<file path="src/rtl/auxFramerPkg.sv">
package auxFramerPkg;
  localparam int ADDR_W    = 20;
  localparam int CODE_W    = 4;
  localparam int HDR_BYTES = 4;
  localparam int MAX_BYTES = 16;
  localparam int MAX_WR    = 12;
  localparam int BARE_CNT  = 3;
  localparam int LEN_W     = $clog2(MAX_BYTES + 1);
  localparam int IDX_W     = $clog2(HDR_BYTES + MAX_BYTES + 1);
  localparam int DATA_W    = MAX_BYTES * 8;

  typedef enum logic [2:0] {
    ERR_NONE    = 3'd0,
    ERR_TOOBIG  = 3'd1,
    ERR_INVALID = 3'd2,
    ERR_TIMEOUT = 3'd3,
    ERR_FLAGS   = 3'd4,
    ERR_IO      = 3'd5
  } errT;

  typedef enum logic [1:0] {
    KIND_WRITE = 2'd0,
    KIND_READ  = 2'd1,
    KIND_BAD   = 2'd2
  } kindT;

  typedef struct packed {
    logic latchReq;
    logic loadErr;
    errT  errCode;
    logic captRsp;
  } strobeT;

  // bit 2 (middle-of-transaction flag) does not change the kind
  function automatic kindT classify(input logic [CODE_W-1:0] code);
    logic [CODE_W-1:0] base;
    base = code & ~(CODE_W'(4));
    case (base)
      4'h0, 4'h2, 4'h8: classify = KIND_WRITE;
      4'h1, 4'h9:       classify = KIND_READ;
      default:          classify = KIND_BAD;
    endcase
  endfunction
endpackage

</file>
<file path="src/rtl/auxFramerCtrl.sv">
module auxFramerCtrl
  import auxFramerPkg::*;
(
  input  logic              clk,
  input  logic              rstN,
  input  logic              reqValid,
  input  logic [CODE_W-1:0] reqCode,
  input  logic [LEN_W-1:0]  reqLen,
  input  logic              txReady,
  input  logic [IDX_W-1:0]  txTotal,
  input  logic              rspValid,
  input  logic              doneAck,
  output logic              reqReady,
  output logic              txValid,
  output logic              txLast,
  output logic [IDX_W-1:0]  txIdx,
  output logic              doneValid,
  output strobeT            strobe
);
  typedef enum logic [1:0] {ST_IDLE, ST_SEND, ST_WAIT, ST_DONE} stateT;

  stateT state, stateNxt;
  logic  accept;
  logic  txFire;
  errT   screenErr;
  kindT  kind;

  assign accept   = reqValid && (state == ST_IDLE);
  assign reqReady = (state == ST_IDLE);
  assign txValid  = (state == ST_SEND);
  assign txLast   = txValid && (txIdx == txTotal - IDX_W'(1));
  assign txFire   = txValid && txReady;
  assign doneValid = (state == ST_DONE);

  // screening order: overall length, then code, then write length
  always_comb begin
    kind = classify(reqCode);
    if (reqLen > LEN_W'(MAX_BYTES))
      screenErr = ERR_TOOBIG;
    else if (kind == KIND_BAD)
      screenErr = ERR_INVALID;
    else if (kind == KIND_WRITE && reqLen > LEN_W'(MAX_WR))
      screenErr = ERR_TOOBIG;
    else
      screenErr = ERR_NONE;
  end

  always_comb begin
    strobe          = '0;
    strobe.errCode  = screenErr;
    strobe.latchReq = accept;
    strobe.loadErr  = accept && (screenErr != ERR_NONE);
    strobe.captRsp  = (state == ST_WAIT) && rspValid;
  end

  always_comb begin
    stateNxt = state;
    case (state)
      ST_IDLE: if (accept) stateNxt = (screenErr != ERR_NONE) ? ST_DONE : ST_SEND;
      ST_SEND: if (txFire && txLast) stateNxt = ST_WAIT;
      ST_WAIT: if (rspValid) stateNxt = ST_DONE;
      ST_DONE: if (doneAck) stateNxt = ST_IDLE;
      default: stateNxt = ST_IDLE;
    endcase
  end

  always_ff @(posedge clk or negedge rstN) begin
    if (!rstN) begin
      state <= ST_IDLE;
      txIdx <= '0;
    end else begin
      state <= stateNxt;
      if (accept)
        txIdx <= '0;
      else if (txFire)
        txIdx <= txIdx + IDX_W'(1);
    end
  end
endmodule

</file>
<file path="src/rtl/auxFramerData.sv">
module auxFramerData
  import auxFramerPkg::*;
(
  input  logic              clk,
  input  logic              rstN,
  input  strobeT            strobe,
  input  logic [ADDR_W-1:0] reqAddr,
  input  logic [CODE_W-1:0] reqCode,
  input  logic [LEN_W-1:0]  reqLen,
  input  logic [LEN_W-1:0]  reqBufSize,
  input  logic [DATA_W-1:0] reqData,
  input  logic [IDX_W-1:0]  txIdx,
  input  logic [7:0]        rspStatus,
  input  logic [LEN_W-1:0]  rspLen,
  input  logic [DATA_W-1:0] rspData,
  output logic [IDX_W-1:0]  txTotal,
  output logic [7:0]        txData,
  output logic [2:0]        doneErr,
  output logic [3:0]        doneReply,
  output logic [LEN_W-1:0]  doneCount,
  output logic [DATA_W-1:0] doneData
);
  logic [ADDR_W-1:0] addrQ;
  logic [CODE_W-1:0] codeQ;
  logic [LEN_W-1:0]  lenQ;
  logic [LEN_W-1:0]  bufQ;
  logic [DATA_W-1:0] payQ;
  logic              isWrQ;

  errT               errQ;
  logic [3:0]        replyQ;
  logic [LEN_W-1:0]  countQ;
  logic [DATA_W-1:0] dataQ;

  logic [3:0]        lenLo;
  logic [3:0]        cntHi;
  logic [7:0]        hdrByte [HDR_BYTES];
  logic [IDX_W-1:0]  payIdx;
  logic [LEN_W-1:0]  clipCnt;
  logic [LEN_W-1:0]  clipA;
  logic [DATA_W-1:0] maskedData;
  errT               rspErr;

  assign txTotal = IDX_W'(HDR_BYTES) + (isWrQ ? IDX_W'(lenQ) : IDX_W'(0));

  // length byte: low nibble = length-1, high nibble = transmit count mod 16
  always_comb begin
    lenLo = (lenQ == '0) ? 4'd0 : 4'(lenQ - LEN_W'(1));
    if (lenQ == '0)
      cntHi = 4'(BARE_CNT);
    else if (isWrQ)
      cntHi = 4'(HDR_BYTES) + lenQ[3:0];
    else
      cntHi = 4'(HDR_BYTES);
  end

  assign hdrByte[0] = addrQ[7:0];
  assign hdrByte[1] = addrQ[15:8];
  assign hdrByte[2] = {codeQ, addrQ[19:16]};
  assign hdrByte[3] = {cntHi, lenLo};

  assign payIdx = txIdx - IDX_W'(HDR_BYTES);

  always_comb begin
    txData = 8'h00;
    if (txIdx < IDX_W'(HDR_BYTES))
      txData = hdrByte[txIdx[1:0]];
    else
      for (int i = 0; i < MAX_BYTES; i++)
        if (payIdx == IDX_W'(i)) txData = payQ[i*8 +: 8];
  end

  // reply decode
  always_comb begin
    case (rspStatus)
      8'd1:    rspErr = ERR_TIMEOUT;
      8'd2:    rspErr = ERR_FLAGS;
      8'd3:    rspErr = ERR_IO;
      default: rspErr = ERR_NONE;
    endcase
    clipA   = (rspLen < bufQ) ? rspLen : bufQ;
    clipCnt = (clipA > LEN_W'(MAX_BYTES)) ? LEN_W'(MAX_BYTES) : clipA;
  end

  for (genvar g = 0; g < MAX_BYTES; g++) begin : gMask
    assign maskedData[g*8 +: 8] = (LEN_W'(g) < clipCnt) ? rspData[g*8 +: 8] : 8'h00;
  end

  always_ff @(posedge clk or negedge rstN) begin
    if (!rstN) begin
      addrQ <= '0;
      codeQ <= '0;
      lenQ  <= '0;
      bufQ  <= '0;
      payQ  <= '0;
      isWrQ <= 1'b0;
    end else if (strobe.latchReq) begin
      addrQ <= reqAddr;
      codeQ <= reqCode;
      lenQ  <= reqLen;
      bufQ  <= reqBufSize;
      payQ  <= reqData;
      isWrQ <= (classify(reqCode) == KIND_WRITE);
    end
  end

  always_ff @(posedge clk or negedge rstN) begin
    if (!rstN) begin
      errQ   <= ERR_NONE;
      replyQ <= '0;
      countQ <= '0;
      dataQ  <= '0;
    end else if (strobe.loadErr) begin
      errQ   <= strobe.errCode;
      replyQ <= '0;
      countQ <= '0;
      dataQ  <= '0;
    end else if (strobe.captRsp) begin
      errQ <= rspErr;
      if (rspErr != ERR_NONE) begin
        replyQ <= '0;
        countQ <= '0;
        dataQ  <= '0;
      end else begin
        replyQ <= rspStatus[7:4];
        countQ <= isWrQ ? lenQ : clipCnt;
        dataQ  <= isWrQ ? '0 : maskedData;
      end
    end
  end

  assign doneErr   = errQ;
  assign doneReply = replyQ;
  assign doneCount = countQ;
  assign doneData  = dataQ;
endmodule

</file>
<file path="src/rtl/auxReqFramer.sv">
module auxReqFramer
  import auxFramerPkg::*;
(
  input  logic              clk,
  input  logic              rstN,
  input  logic              reqValid,
  output logic              reqReady,
  input  logic [ADDR_W-1:0] reqAddr,
  input  logic [CODE_W-1:0] reqCode,
  input  logic [LEN_W-1:0]  reqLen,
  input  logic [LEN_W-1:0]  reqBufSize,
  input  logic [DATA_W-1:0] reqData,
  output logic              txValid,
  input  logic              txReady,
  output logic [7:0]        txData,
  output logic              txLast,
  input  logic              rspValid,
  input  logic [7:0]        rspStatus,
  input  logic [LEN_W-1:0]  rspLen,
  input  logic [DATA_W-1:0] rspData,
  output logic              doneValid,
  input  logic              doneAck,
  output logic [2:0]        doneErr,
  output logic [3:0]        doneReply,
  output logic [LEN_W-1:0]  doneCount,
  output logic [DATA_W-1:0] doneData
);
  strobeT           strobe;
  logic [IDX_W-1:0] txIdx;
  logic [IDX_W-1:0] txTotal;

  auxFramerCtrl uCtrl (
    .clk       (clk),
    .rstN      (rstN),
    .reqValid  (reqValid),
    .reqCode   (reqCode),
    .reqLen    (reqLen),
    .txReady   (txReady),
    .txTotal   (txTotal),
    .rspValid  (rspValid),
    .doneAck   (doneAck),
    .reqReady  (reqReady),
    .txValid   (txValid),
    .txLast    (txLast),
    .txIdx     (txIdx),
    .doneValid (doneValid),
    .strobe    (strobe)
  );

  auxFramerData uData (
    .clk        (clk),
    .rstN       (rstN),
    .strobe     (strobe),
    .reqAddr    (reqAddr),
    .reqCode    (reqCode),
    .reqLen     (reqLen),
    .reqBufSize (reqBufSize),
    .reqData    (reqData),
    .txIdx      (txIdx),
    .rspStatus  (rspStatus),
    .rspLen     (rspLen),
    .rspData    (rspData),
    .txTotal    (txTotal),
    .txData     (txData),
    .doneErr    (doneErr),
    .doneReply  (doneReply),
    .doneCount  (doneCount),
    .doneData   (doneData)
  );
endmodule

</file>
<file path="config.mk">
export PLATFORM = sky130hd
export DESIGN_NAME = auxReqFramer
export DESIGN_NICKNAME = d
export VERILOG_FILES = /design/src/rtl/auxFramerPkg.sv /design/src/rtl/auxFramerCtrl.sv /design/src/rtl/auxFramerData.sv /design/src/rtl/auxReqFramer.sv
export SDC_FILE = /design/constraint.sdc
export NUM_CORES = 1
export LEC_CHECK = 0
export ABC_AREA = 1
export BUFFER_PORTS_ARGS = -buffer_cell sky130_fd_sc_hd__buf_2
export CAP_MARGIN = 20
export CORE_ASPECT_RATIO = 1.75
export CORE_MARGIN = 2
export CORE_UTILIZATION = 25
export CTS_BUF_LIST = sky130_fd_sc_hd__clkbuf_8
export DETAILED_ROUTE_END_ITERATION = 8
export GPL_ROUTABILITY_DRIVEN = 0
export PLACE_DENSITY_LB_ADDON = 0.08
export SETUP_SLACK_MARGIN = 0.05
export SLEW_MARGIN = 20
export SYNTH_ARGS = -nofsm -noshare
export SYNTH_HDL_FRONTEND = slang
export SYNTH_SLANG_ARGS = --single-unit
</file>
<file path="constraint.sdc">
create_clock -name clk -period 2.7 [get_ports clk]
set_input_delay 0.54 -clock clk [delete_from_list [all_inputs] [get_ports clk]]
set_output_delay 0.54 -clock clk [all_outputs]
set_load 0.05 [all_outputs]
</file>
== Word level (Yosys, flattened, before mapping) ==
Index checks and enable logic that the tools add are counted.

* Magnitude comparators: 22
* Reductions and logical operators: 20
* Add/subtract/negate cells: 6
* Muxes and demuxes: 69
* Equality and inequality tests: 31
* Bitwise gates (word level): 1

{| class="wikitable"
|+ Operators with widths
! cell !! count
|-
| 2-to-1 mux 128 bit || 4
|-
| 2-to-1 mux 8 bit || 35
|-
| 2-to-1 mux 5 bit || 9
|-
| == test 5 x 4 -> 1 bit, second input constant || 8
|-
| < comparator 4 x 5 -> 1 bit, first input constant || 8
|-
| 2-to-1 mux 4 bit || 6
|-
| == test 5 x 3 -> 1 bit, second input constant || 4
|-
| < comparator 3 x 5 -> 1 bit, first input constant || 4
|-
| binary-select mux 8 bit (select 2 bit) || 1
|-
| == test 8 x 2 -> 1 bit, second input constant || 2
|-
| 2-to-1 mux 2 bit || 6
|-
| 2-to-1 mux 3 bit || 4
|-
| == test 5 x 2 -> 1 bit, second input constant || 2
|-
| > comparator 5 bit, second input constant || 2
|-
| logical NOT 5 bit || 2
|-
| < comparator 1 x 5 -> 1 bit, first input constant || 2
|-
| < comparator 2 x 5 -> 1 bit, first input constant || 2
|-
| case mux 3 bit (3 select lines) || 1
|-
| == test 8 x 1 -> 1 bit, second input constant || 1
|-
| case mux 2 bit (4 select lines) || 1
|-
| logical AND 1 bit || 7
|-
| == test 2 bit, second input constant || 3
|-
| == test 3 bit, second input constant || 2
|-
| logical NOT 2 bit || 3
|-
| other kinds (26) || 30
|}

* Logic and storage cells: 161
* Input port bits: 309
* Output and inout bits: 152
* Flip-flop bits (word level): 310

== Longest topological paths before layout ==
Gate-level depths: netlist (run 1).

* Depth after elaboration: 19
* Mapped depth: 23
* Gate-level depth less buffers: 22

== Cells and area by module ==
A second synthesis (run 1) with hierarchy kept.

* Cell total of the unflattened synthesis: 1697
* Area, all modules: 14046.0 um2

{| class="wikitable"
|+ Modules (own cells, without submodules)
! module !! cells an instance !! seq. area each (um2) !! instances !! area an instance (um2)
|-
| auxFramerData || 1580 || 7582.3 || 1 || 13347.8
|-
| auxFramerCtrl || 117 || 175.2 || 1 || 698.2
|}

== Worst setup path before layout (run 1) ==
No wires, ideal clock.

* Path kind: register -> output
* Start: register uCtrl.txIdx[1]
* End: output port txData[0]
* Arrival time: 2726 ps
* Stages on the path, launching flop included: 22
* Path buffers: 2
* Slack: -566 ps
* Data required time: 2160 ps
* Path through: dfrtp_1 -> inv_1 -> clkbuf_1 -> ha_1 -> inv_1 -> nor2_1 -> nand2_1 -> clkbuf_1 -> o21ai_0 -> inv_1 -> nand2_1 -> nand2_1 -> nand2_1 -> nand2_1 -> nand2_1 -> nand2_1 -> nand2_1 -> nand2_1 -> nand2_1 -> nand2_1 -> nand3_1 -> nand3_1

* Longest elaborated chain between the ends: 19
* Elaborated cells between the ends (all ways): 39
* Those cells by class: 1 x add/sub; 1 x order compare; 15 x eq/ne; 20 x mux; 1 x bitwise; 1 x reduce/logical

{| class="wikitable"
|+ Ends and longest elaborated chain
! item !! line !! RTL
|-
| start, declared || auxFramerCtrl.sv:16 || <nowiki>output logic [IDX_W-1:0] txIdx,</nowiki>
|-
| start signal, assigned || auxFramerCtrl.sv:76 || <nowiki>txIdx <= txIdx + IDX_W'(1);</nowiki>
|-
| subtractor 5 x 3 -> 5 bit || auxFramerData.sv:62 || <nowiki>assign payIdx = txIdx - IDX_W'(HDR_BYTES);</nowiki>
|-
| logical NOT 5 bit || auxFramerData.sv:70 || <nowiki>if (payIdx == IDX_W'(i)) txData = payQ[i*8 +: 8];</nowiki>
|-
| 2-to-1 mux 8 bit (16 in a row) || auxFramerData.sv:70 ||
|-
| 2-to-1 mux 8 bit (*) || auxFramerData.sv:66 || <nowiki>if (txIdx < IDX_W'(HDR_BYTES))</nowiki>
|-
| end, declared || auxReqFramer.sv:15 || <nowiki>output logic [7:0] txData,</nowiki>
|}

Mark *: on every way between the ends. The rest lies on a longest branch, timed or not. The select of a mux whose other input is x is not followed.

== Final worst setup path (run 1) ==
* Start: register uCtrl.txIdx[0]
* End: output port txData[2]

The elaborated chain is that of the path after synthesis.

==> qor.yml, run 1 <==
run_status:
  status: "finished with violations"
  violations: "setup timing"
synthesis:
  syn_nets: 2128
  synthFlopType: "dfrtp_1"
  syn_inst: 1803
  synth_top_cells_by_area: "dfrtp_1, nand2_1, o21ai_0, inv_1, a32o_1"
  synth.avg_cell_area_um2: 8.021
  ys_seq_elements: 310
  synth_seq_area_share_pct: 53.64
  synth_area_um2: 14460
  synth_edf_count: 0
  yosysTopAreaCell: "dfrtp_1"
  yosysMostFrequentCell: "nand2_1"
  synth-warning-count: 0
  synth.top_cell.area_share_pct: 53.64
  synth_cell_type_count: 41
  postSynth.asyncResetShare_pct: 100.0
  yosys-top-cells-count: "nand2_1, dfrtp_1, inv_1, o21ai_0, nand3_1"
die:
  rows: 116
  fp.dieArea_um2: 59860
  die_y_um: 322.2
  core_area_um2: 57180
  boundaryPins: 461
  initial_core_util_pct: 25.29
  die_w_um: 185.8
setup_path:
  cp_data_required_time_ns: 2.16
  worstPathMaxFanout: 7
  critPathKind: "flop to output port"
  worst_setup_path_end_kind: "output port"
  crit_top_cell: "nand2_1"
  critPathSlowestCell: "dfrtp_2"
  cpPeakStageDelay_ns: 0.46
  arrival_ns: 3.07
  path_cells: "clkinv_4 > ha_4 > nand3_4 > or2_2 > nand3_1 > nand3_1 > nand2_1 > nand2_1 > nand2_1 > nand3_1 > nand2_1 > nand3_1 > nand2_1 > nand2_2 > nand2_1 > nand2_1 > nand3_2 > nand3_4 > buf_4"
  crit_path_start_kind: "flop"
clock_tree:
  cts_tree: "done"
  root_buffer: "clkbuf_8"
  htreeDepth: 2
  clk_pin_slew_worst_paths_ns: 0.06
  cts_max_path_buffers: 3
  cts_inserted_buffers: 52
  clk_latency_ns: 0.64
  clkSinkCount: 310
min_path:
  worstHoldPathType: "input pin to flop"
route:
  vias: 14130
  detail_route.wl_per_cell_um: 18.35
  first_pass_iters: 4
  drcViolationCount: 0
  finalWirelength_um: 58890
  viasPerCell: 4.402
  antenna_left: 0
  drt_iter0_markers: 452
power:
  p_int_mw: 13.61
  p_clk_share_pct: 17.7
  power_switching_share_pct: 47.17
  power_frac_comb_pct: 52.3
  ir_drop_mv: 0.9890
  seq_power_share_pct: 30.0
  p_switching_mw: 12.15
  power.total_mw: 25.77
  power_density_nw_per_um2: 1241
  p_leak_nw: 11.27
finish:
  fin_cells: 3209
  multi_input_comb_area_um2: 6484
  drive_gt1_share_pct: 35.41
  utilization_pct: 36.32
  ff_latch_area_um2: 7761
  syn_to_final_growth_pct: 43.61
  nFillCells: 6232
  nNetsFinal: 2728
grt:
  grt_pass1_wl_um: 86840
  antenna_found_initial: 9
  grt_max_degree: 164
  grt_pass1_vias: 14730
  grt_overflow: 0
  grt_usage_pct: 19.25
timing:
  fmax_ghz: 0.2771
  post-route-period-util_pct: 133.6
  tightest_slew_ns: 0.9321
  hold_viol_final: 0
  fin_crit_ns: 3.608
  relSlewSlack_pct: 37.86
  rsz0062_at_grt: "true"
  skew_ns: 0.02706
  setup_viol: 9
  finalMaxSlewViolations: 0
  tns_ns: -6.730
  setup_ws_ns: -0.9082
place:
  placed_cells: 3084
  portBuffers: 460
  dp.final_hpwl_um: 44940
  dp_slack_ns: -0.4311
flow_run:
  drv_cap: 0
power by group through the flow:
stage	Sequential, mW	Combinational, mW	Clock [mW]
2_1_floorplan	9.64	5.56	0
3_3_place_gp	7.77	12.7	0
3_5_place_dp	7.78	12.7	0
4_1_cts	7.74	13.1	4.76
5_1_grt	7.93	14.7	4.94
6_report	7.72	13.5	4.56
metrics by stage:
stage / cell area (um^2) / hold slack [ns]
3_3_place_gp: 18870 / 0.4607
5_1_grt: 20760 / 0.06664
6_report: 20770 / 0.09648
4_1_cts: 20380 / 0.03374
2_1_floorplan: 14670 / 0.2444
3_5_place_dp: 18870 / 0.4607
worst paths after layout:
path / start / to / slack (ns) / cells after the start
max in group asynchronous: rstN / uData.payQ[48] / 1.45 / 3
setup reg to reg: uData.bufQ[2] / uData.doneData[114] / 0.10 / 15
min in group asynchronous: rstN / uData.doneData[75] / 0.47 / 2
hold / removal: reqData[127] / uData.payQ[127] / 0.1 / 3
hold reg to reg: uData.payQ[126] / uData.payQ[126] / 0.47 / 2
setup / recovery: uCtrl.txIdx[0] / txData[2] / -0.91 / 19
what timing repair did:
action / in CTS / in global routing
gates resized for setup: 72 / 75
setup endpoints to repair: 12 / 99
hold buffers: 1 / 0
cloned: 0 / 1
endpoints found under the hold margin: 51 / 0
setup buffers: 20 / 13
pin swaps: 40 / 36
kinds of logic (layout without fill, tap and decap cells):
family	Yosys count	in the layout	synth area share, %
AO/OA/AOI/OAI	211	211	9.690
AND/OR/NAND/NOR	1054	1055	29.26
flip-flops	310	310	53.64
adder cells (fa/ha/maj)	16	16	1.384
buffers and inverters	205	841	5.598
XOR/XNOR	7	7	0.4240
other	0	2	0
per-layer routing:
metal / GRT usage [%] / wire length [um] / vias to the layer above
met4: 5.529 / 1413 / 16
met5: 0 / 99 / -
met3: 4.731 / 4322 / 90
met2: 36.89 / 31540 / 449
li1: - / - / 6970
met1: 20.42 / 21520 / 6601
layout make-up:
class	count	area share, %
flip-flops and latches	310	37.37
multi-input cells	1289	31.22
repair buffers	628	19.16
well taps	767	4.621
clock buffers	63	4.175
inverters	122	2.314
clock inverters	28	1.109
diodes	2	0.02410
cells in the final DEF (no fill, tap or decap), types with 8 or more instances in the layout:
cell      count
a21oi_1      19
a32o_1       40
buf_12       23
buf_2       450
buf_4       129
buf_6        23
clkbuf_8     63
dfrtp_1     307
ha_1          8
ha_4          8
inv_1       115
inv_2        13
nand2_1     849
nand2_2      30
nand2_4      15
nand3_1      53
nand3_2      12
nand3_4       8
nand4_1      28
nor2_1       15
nor2_4       10
o21ai_0      89
o21ai_1      19
o21ai_2      14
or2_2        17
worst max-delay path: cells and delay by family (launching register included):
kind / cells / cell delay (ns)
DFF: 1 / 0.46
adders and majority gates: 1 / 0.15
buffers and inverters: 2 / 0.28
and+or+nand+nor: 16 / 1.55
state kept, by name, indices dropped and copies added (netlist names):
register         cells
uData.doneData     128
uData.payQ         128
uData.addrQ         20
uCtrl.txIdx          5
uData.bufQ           5
uData.doneCount      5
uData.lenQ           5
uData.codeQ          4
uData.doneReply      4
uData.doneErr        3
uCtrl.state          2
uData.isWrQ          1
Power figures use the tool's default switching activity.
==> run 2, diff against run 1 <==
--- a/config.mk
+++ b/config.mk
@@ -6,7 +6,7 @@
 export NUM_CORES = 1
 export LEC_CHECK = 0
 export ABC_AREA = 1
-export BUFFER_PORTS_ARGS = -buffer_cell sky130_fd_sc_hd__buf_2
+export BUFFER_PORTS_ARGS = -buffer_cell sky130_fd_sc_hd__buf_4
 export CAP_MARGIN = 20
 export CORE_ASPECT_RATIO = 1.75
 export CORE_MARGIN = 2
==> qor.yml, run 2 (synthesis results as in run 1) <==
setup_path:
  critPathSlowestCell: "dfrtp_2"  # unchanged
  path_cells: "clkinv_4 > ha_4 > inv_4 > nor2_4 > nand2_2 > inv_4 > buf_6 > nand2_2 > nand2_1 > inv_1 > nand3_2 > nand3_2 > nand2_1 > nand2_1 > nand3_1 > nand2_1 > nand2_2 > nand2_2 > nand4_1 > nand2_1 > nand2_2 > nand2_2 > nand2_4 > buf_8"  # was clkinv_4 > ha_4 > nand3_4 > or2_2 > nand3_1 > nand3_1 > nand2_1 > nand2_1 > nand2_1 > nand3_1 > nand2_1 > nand3_1 > nand2_1 > nand2_2 > nand2_1 > nand2_1 > nand3_2 > nand3_4 > buf_4
  cpPeakStageDelay_ns: 0.44  # was 0.46 ns
  cp_data_required_time_ns: 2.16  # about the same
  crit_top_cell: "nand2_2"  # was nand2_1
  r2r_start: "uData.bufQ[2]"  # unchanged
  arrival_ns: 3.08  # was 3.07 ns
  crit_buf_inv: 6  # was 2
  crit_path_start_kind: "flop"  # unchanged
  worstPathMaxFanout: 6  # was 7
  worst_setup_path_end_kind: "output port"  # unchanged
  crit_start: "uCtrl.txIdx[0]"  # unchanged
  critPathKind: "flop to output port"  # unchanged
  critPathTopFamily: "simple AND/OR/NAND/NOR gates"  # unchanged
route:
  viasPerCell: 4.472  # was 4.402
  drt_iter0_markers: 579  # was 452
  detail_route.wl_per_cell_um: 18.76  # was 18.35 um
  finalWirelength_um: 60320  # was 58,890 um
  drcViolationCount: 0  # unchanged
  antenna_left: 0  # unchanged
  first_pass_iters: 5  # was 4
  vias: 14380  # was 14,130
place:
  placed_cells: 3070  # was 3,084
  placed_area_um2: 19800  # was 18,870 um^2
  dp.final_hpwl_um: 44840  # was 44,940 um
  portBuffers: 460  # unchanged
  dp_slack_ns: -0.4942  # was -0.4311 ns
finish:
  fin_cells: 3216  # was 3,209
  syn_to_final_growth_pct: 54.14  # was 43.61%
  nNetsFinal: 2733  # was 2,728
  layout_commonest_cell: "nand2_1"  # unchanged
  mostFrequentLayoutCells: "nand2_1, buf_4, dfrtp_1"  # was nand2_1, buf_2, dfrtp_1
  final_cell_area_um2: 22290  # was 20,770 um^2
  drive_gt1_share_pct: 38.44  # was 35.41%
timing:
  fin_crit_ns: 3.619  # was 3.608 ns
  setup_ws_ns: -0.9190  # was -0.9082 ns
  post-route-period-util_pct: 134.0  # was 133.6%
  hold_viol_final: 0  # unchanged
  relSlewSlack_pct: 44.15  # was 37.86%
  tns_ns: -6.753  # was -6.730 ns
  skew_ns: 0.01840  # was 0.02706 ns
  holdWs_ns: 0.1048  # was 0.09648 ns
  tightest_slew_ns: 0.8377  # was 0.9321 ns
  rsz0062_at_grt: "true"  # unchanged
  finalMaxSlewViolations: 0  # unchanged
  fmax_ghz: 0.2763  # was 0.2771 GHz
  setup_viol: 9  # unchanged
grt:
  use_met1_pct: 21.11  # was 20.42%
  grt_max_degree: 171  # was 164
  use_met2_pct: 36.54  # was 36.89%
  use_met3_pct: 4.618  # was 4.731%
  antenna_found_initial: 3  # was 9
  grt_pass1_wl_um: 88730  # was 86,840 um
  grt_overflow: 0  # unchanged
  grt_usage_pct: 19.57  # was 19.25%
  grt_pass1_vias: 15150  # was 14,730
  top_usage_layer: "met2"  # unchanged
power:
  p_leak_nw: 11.67  # was 11.27 nW
  ir_drop_mv: 1.302  # was 0.9890 mV
  power_density_nw_per_um2: 1212  # was 1241 nW/um^2
clock_tree:
  cts_tree: "done"  # unchanged
  cts_inserted_buffers: 51  # was 52
  htreeDepth: 2  # unchanged
  clkSinkCount: 310  # unchanged
  clk_latency_ns: 0.63  # was 0.64 ns
  root_buffer: "clkbuf_8"  # unchanged
  clk_pin_slew_worst_paths_ns: 0.07  # was 0.06 ns
  cts_max_path_buffers: 3  # unchanged
min_path:
  worstHoldPathType: "input pin to flop"  # unchanged
  hold_start: "reqData[82]"  # was reqData[127]
die:
  rows: 116  # unchanged
  die_w_um: 185.8  # unchanged
  initial_core_util_pct: 25.29  # unchanged
  fp.dieArea_um2: 59860  # unchanged
  core_area_um2: 57180  # unchanged
  boundaryPins: 461  # unchanged
  die_y_um: 322.2  # unchanged
flow_run:
  drv_cap: 0  # unchanged
run_status:
  status: "finished with violations"  # unchanged
  violations: "setup timing"  # unchanged
-- run 2: changes by cell type in the layout (fill, tap and decap cells not counted), sizes merged --
cell,change
inv,-1
nand3,+1
nand2,+1
diode,-1
buf,+4
clkbuf,+3
-- run 2: worst paths after layout --
check	end	slack, ns	depth (start not counted)
worst max-delay path	txData[1]	-0.92	24
worst min-delay path	uData.payQ[82]	0.10	3
worst max register to register	uData.doneData[112]	0.07	16
worst min register to register	uData.doneData[55]	0.47	2
max in group asynchronous	uData.doneData[23]	1.39	3
min in group asynchronous	uData.doneData[40]	0.49	2
-- run 2: timing repair --
action	CTS	global route
hold buffers	1	0
pin swaps	46	115
setup buffers	34	24
cloned	1	2
gates resized for setup	91	176
endpoints found under the setup margin	10	99
endpoints found under the hold margin	58	0
-- run 2: power by group --
| group | total (mW) | switching, mW | internal (mW) |
|---|---|---|---|
| clock | 4.66 | 2.09 | 2.57 |
| combinational | 14.6 | 9.22 | 5.36 |
| sequential | 7.77 | 1.29 | 6.48 |
-- run 2: routing by layer --
| metal | wire length, um | part of all wire, % | up-vias |
|---|---|---|---|
| li1 | - | - | 6977 |
| met1 | 22410 | 37 | 6827 |
| met2 | 31680 | 53 | 472 |
| met3 | 4210 | 7.0 | 103 |
| met4 | 1990 | 3.3 | 4 |
| met5 | 27 | 0.045 | - |
-- run 2: final cells by class --
| type | instances | area (um^2) |
|---|---|---|
| Clock inverter | 27 | 226.5 |
| Sequential cell | 310 | 7761 |
| Timing Repair Buffer | 632 | 5131 |
| Antenna cell | 1 | 2.502 |
| Multi-Input combinational cell | 1291 | 6810 |
| Tap cell | 767 | 959.7 |
| Clock buffer | 66 | 908.4 |
| Inverter | 122 | 490.5 |
| Fill cell | 6098 | 34890 |
-- run 2: per-stage QoR --
stage / util, % / power (mW)
2_1_floorplan: - / 15.20
3_3_place_gp: 34.62 / 20.55
3_5_place_dp: 34.62 / 20.63
4_1_cts: 37.66 / 26.29
5_1_grt: 38.98 / 28.75
6_report: 38.98 / 27.01
-- run 2: worst register-to-register path, delay by kind of cell (launching register included) --
kind / cells / cell delay, ns
and+or+nand+nor: 4 / 0.52
buffers and inverters: 6 / 0.69
AOI/OAI and AO/OA: 5 / 0.71
adders and majority gates: 1 / 0.20
DFF: 1 / 0.41
==> run 3, diff against run 2 <==
--- a/config.mk
+++ b/config.mk
@@ -19,4 +19,5 @@
 export SLEW_MARGIN = 20
 export SYNTH_ARGS = -nofsm -noshare
 export SYNTH_HDL_FRONTEND = slang
+export SYNTH_HIERARCHICAL = 1
 export SYNTH_SLANG_ARGS = --single-unit
==> qor.yml, run 3 <==
run_status:
  status: "finished with violations"  # unchanged
  violations: "setup timing"  # unchanged
clock_tree:
  clk_latency_ns: 0.63  # about the same
  cts_tree: "done"  # unchanged
  cts_max_path_buffers: 3  # unchanged
  clkSinkCount: 310  # unchanged
  htreeDepth: 2  # unchanged
  clk_pin_slew_worst_paths_ns: 0.06  # was 0.07 ns
  cts_inserted_buffers: 52  # was 51
  root_buffer: "clkbuf_8"  # unchanged
grt:
  antenna_found_initial: 13  # was 3
  grt_max_degree: 96  # was 171
  grt_pass1_vias: 14220  # was 15,150
  grt_pass1_wl_um: 85060  # was 88,730 um
  grt_overflow: 0  # unchanged
  grt_usage_pct: 19.18  # was 19.57%
synthesis:
  synth_top_family_by_area: "simple AND/OR/NAND/NOR gates"  # unchanged
  ys_seq_elements: 310  # unchanged
  synth-simple-area-share_pct: 26.66  # was 29.26%
  synth.mux.area_fraction_pct: 0  # unchanged
  synth_top_cells_by_area: "dfrtp_1, nand2_1, o21ai_0, inv_1, nand3_1"  # was dfrtp_1, nand2_1, o21ai_0, inv_1, a32o_1
  synth.top_cell.area_share_pct: 55.23  # was 53.64%
  postSynth.asyncResetShare_pct: 100.0  # unchanged
  synth_compound_area_share_pct: 10.59  # was 9.690%
  synth-warning-count: 6  # was 0
  syn_inst: 1697  # was 1,803
  yosysTopAreaCell: "dfrtp_1"  # unchanged
  yosys-top-cells-count: "nand2_1, dfrtp_1, inv_1, o21ai_0, nand3_1"  # unchanged
  synth_seq_area_share_pct: 55.23  # was 53.64%
  synth_edf_count: 0  # unchanged
  synthFlopType: "dfrtp_1"  # unchanged
  synth_xor_area_share_pct: 0.2494  # was 0.4239%
  synth_fa_ha_area_share_pct: 1.247  # was 1.384%
  synth.avg_cell_area_um2: 8.277  # was 8.021 um^2
  syn_nets: 2020  # was 2,128
  synth_cell_type_count: 39  # was 41
  yosysMostFrequentCell: "nand2_1"  # unchanged
  synth_area_um2: 14050  # was 14,460 um^2
route:
  detail_route.wl_per_cell_um: 18.77  # was 18.76 um
  finalWirelength_um: 56420  # was 60,320 um
  antenna_left: 0  # unchanged
  first_pass_iters: 4  # was 5
  drcViolationCount: 0  # unchanged
  vias: 13580  # was 14,380
  viasPerCell: 4.517  # was 4.472
  drt_iter0_markers: 545  # was 579
setup_path:
  crit_path_start_kind: "flop"  # unchanged
  critPathKind: "flop to output port"  # unchanged
  arrival_ns: 2.71  # was 3.08 ns
  worstPathMaxFanout: 5  # was 6
  worst_setup_path_end_kind: "output port"  # unchanged
  cp_data_required_time_ns: 2.16  # about the same
power:
  power_density_nw_per_um2: 1221  # was 1212 nW/um^2
  p_int_mw: 13.48  # was 14.41 mW
  ir_drop_mv: 0.5857  # was 1.302 mV
  power_switching_share_pct: 46.84  # was 46.66%
  p_clk_share_pct: 17.4  # was 17.3%
  seq_power_share_pct: 30.7  # was 28.8%
  power_frac_comb_pct: 51.9  # was 54.0%
  p_leak_nw: 10.82  # was 11.67 nW
  power.total_mw: 25.36  # was 27.01 mW
  p_switching_mw: 11.88  # was 12.60 mW
finish:
  drive_gt1_share_pct: 34.07  # was 38.44%
  nNetsFinal: 2583  # was 2,733
  mostFrequentLayoutCells: "nand2_1, buf_4, dfrtp_1"  # unchanged
  final_cell_area_um2: 20760  # was 22,290 um^2
  syn_to_final_growth_pct: 47.81  # was 54.14%
  nFillCells: 5930  # was 6,098
  layout_commonest_cell: "nand2_1"  # unchanged
die:
  initial_core_util_pct: 25.16  # was 25.29%
  rows: 115  # was 116
  die_w_um: 183.2  # was 185.8 um
  fp.dieArea_um2: 58170  # was 59,860 um^2
  die_y_um: 317.6  # was 322.2 um
  boundaryPins: 461  # unchanged
  core_area_um2: 55830  # was 57,180 um^2
timing:
  tns_ns: -4.001  # was -6.753 ns
  post-route-period-util_pct: 120.5  # was 134.0%
  skew_ns: 0.02004  # was 0.01840 ns
  hold_viol_final: 0  # unchanged
  setup_viol: 9  # unchanged
  fmax_ghz: 0.3075  # was 0.2763 GHz
  finalMaxSlewViolations: 0  # unchanged
  relSlewSlack_pct: 59.87  # was 44.15%
  setup_ws_ns: -0.5524  # was -0.9190 ns
  rsz0062_at_grt: "true"  # unchanged
  tightest_slew_ns: 0.5969  # was 0.8377 ns
  fin_crit_ns: 3.252  # was 3.619 ns
place:
  dp.final_hpwl_um: 44210  # was 44,840 um
  dp_slack_ns: -0.3689  # was -0.4942 ns
  placed_area_um2: 19180  # was 19,800 um^2
  portBuffers: 460  # unchanged
min_path:
  worstHoldPathType: "input pin to flop"  # unchanged
flow_run:
  drv_cap: 0  # unchanged
## run 3: changes by cell type after synthesis, moves of 13 or more
cell / change
or2_2: -17
o21ai_1: -13
nand2_1: -177
inv_1: +19
o21ai_0: +24
nand3_1: +13
nor2_1: +48
## run 3: power by group through the flow
| stage | Clock, mW | Sequential [mW] | Combinational (mW) |
|---|---|---|---|
| global placement | 0 | 7.80 | 12.8 |
| finish | 4.42 | 7.79 | 13.2 |
| detailed placement | 0 | 7.84 | 12.9 |
| floorplan | 0 | 10.2 | 4.97 |
| global route | 4.81 | 8.02 | 14.3 |
| CTS | 4.63 | 7.79 | 13.3 |
## run 3: worst max-delay path, cell delays in order, from the launching register on
cell and delay [ns]:
dfrtp_2 0.47, buf_6 0.14, nor2_4 0.04, buf_6 0.11, nand4_1 0.06, nand2_1 0.06
nor2_2 0.11, nand3_2 0.09, nand2_2 0.11, nand4_1 0.08, nor2_1 0.12, buf_4 0.14
nand4_1 0.07, nor2_1 0.14, nand4_1 0.16, buf_6 0.20
## run 3: timing repair
| action | 4_1_cts | 5_1_grt |
|---|---|---|
| buffers inserted | 7 | 4 |
| setup endpoints to repair | 9 | 33 |
| hold endpoints to repair | 55 | 0 |
| pin swaps | 29 | 31 |
| resized for setup | 76 | 50 |
| hold buffers | 1 | 0 |
## run 3: path summary, 6_finish.rpt
path / from / end / slack (ns) / cells after the start
worst max register to register: uData/bufQ[4] / uData/doneData[35] / 0.31 / 12
worst min register to register: uData/payQ[45] / uData/payQ[45] / 0.47 / 2
max in group asynchronous: rstN / uData/payQ[40] / 1.34 / 3
worst max-delay path: uCtrl/txIdx[1] / txData[6] / -0.55 / 15
min in group asynchronous: rstN / uData/doneData[84] / 0.47 / 2
worst min-delay path: reqData[75] / uData/payQ[75] / 0.11 / 3
## run 3: through the flow
stage | hold slack, ns | utilization (%) | instances
2_1_floorplan | 0.2444 | - | 1697
3_3_place_gp | 0.4546 | 34.36 | 2896
3_5_place_dp | 0.4584 | 34.36 | 2896
4_1_cts | 0.04979 | 36.84 | 2996
5_1_grt | 0.06778 | 37.18 | 3004
6_report | 0.1101 | 37.19 | 3006
## run 3: cell type report
| class | count | area, um^2 | area share [%] |
|---|---|---|---|
| Tap cell | 702 | 878.3 | 4.231 |
| Clock buffer | 66 | 908.4 | 4.375 |
| Sequential cell | 310 | 7762 | 37.39 |
| Antenna cell | 6 | 15.01 | 0.07232 |
| Timing Repair Buffer | 585 | 4746 | 22.86 |
| Inverter | 140 | 540.5 | 2.604 |
| Multi-Input combinational cell | 1171 | 5728 | 27.59 |
| Clock inverter | 26 | 182.7 | 0.8799 |
## run 3: per-layer routing
metal	up-vias	part of all wire, %	global-route usage, %
met4	14	4.1	8.391
li1	6613	-	-
met5	-	0.17	0
met1	6364	36	20.34
met3	121	6.8	4.684
met2	467	53	35.51
## run 3: logic make-up (layout without fill, tap and decap cells)
kind of cell	Yosys count	after routing
buffers and inverters	216	817
flip-flops	310	310
AND/OR/NAND/NOR	928	928
AO/OA/AOI/OAI	224	224
XOR/XNOR	4	4
other	1	7
adder cells (fa/ha/maj)	14	14
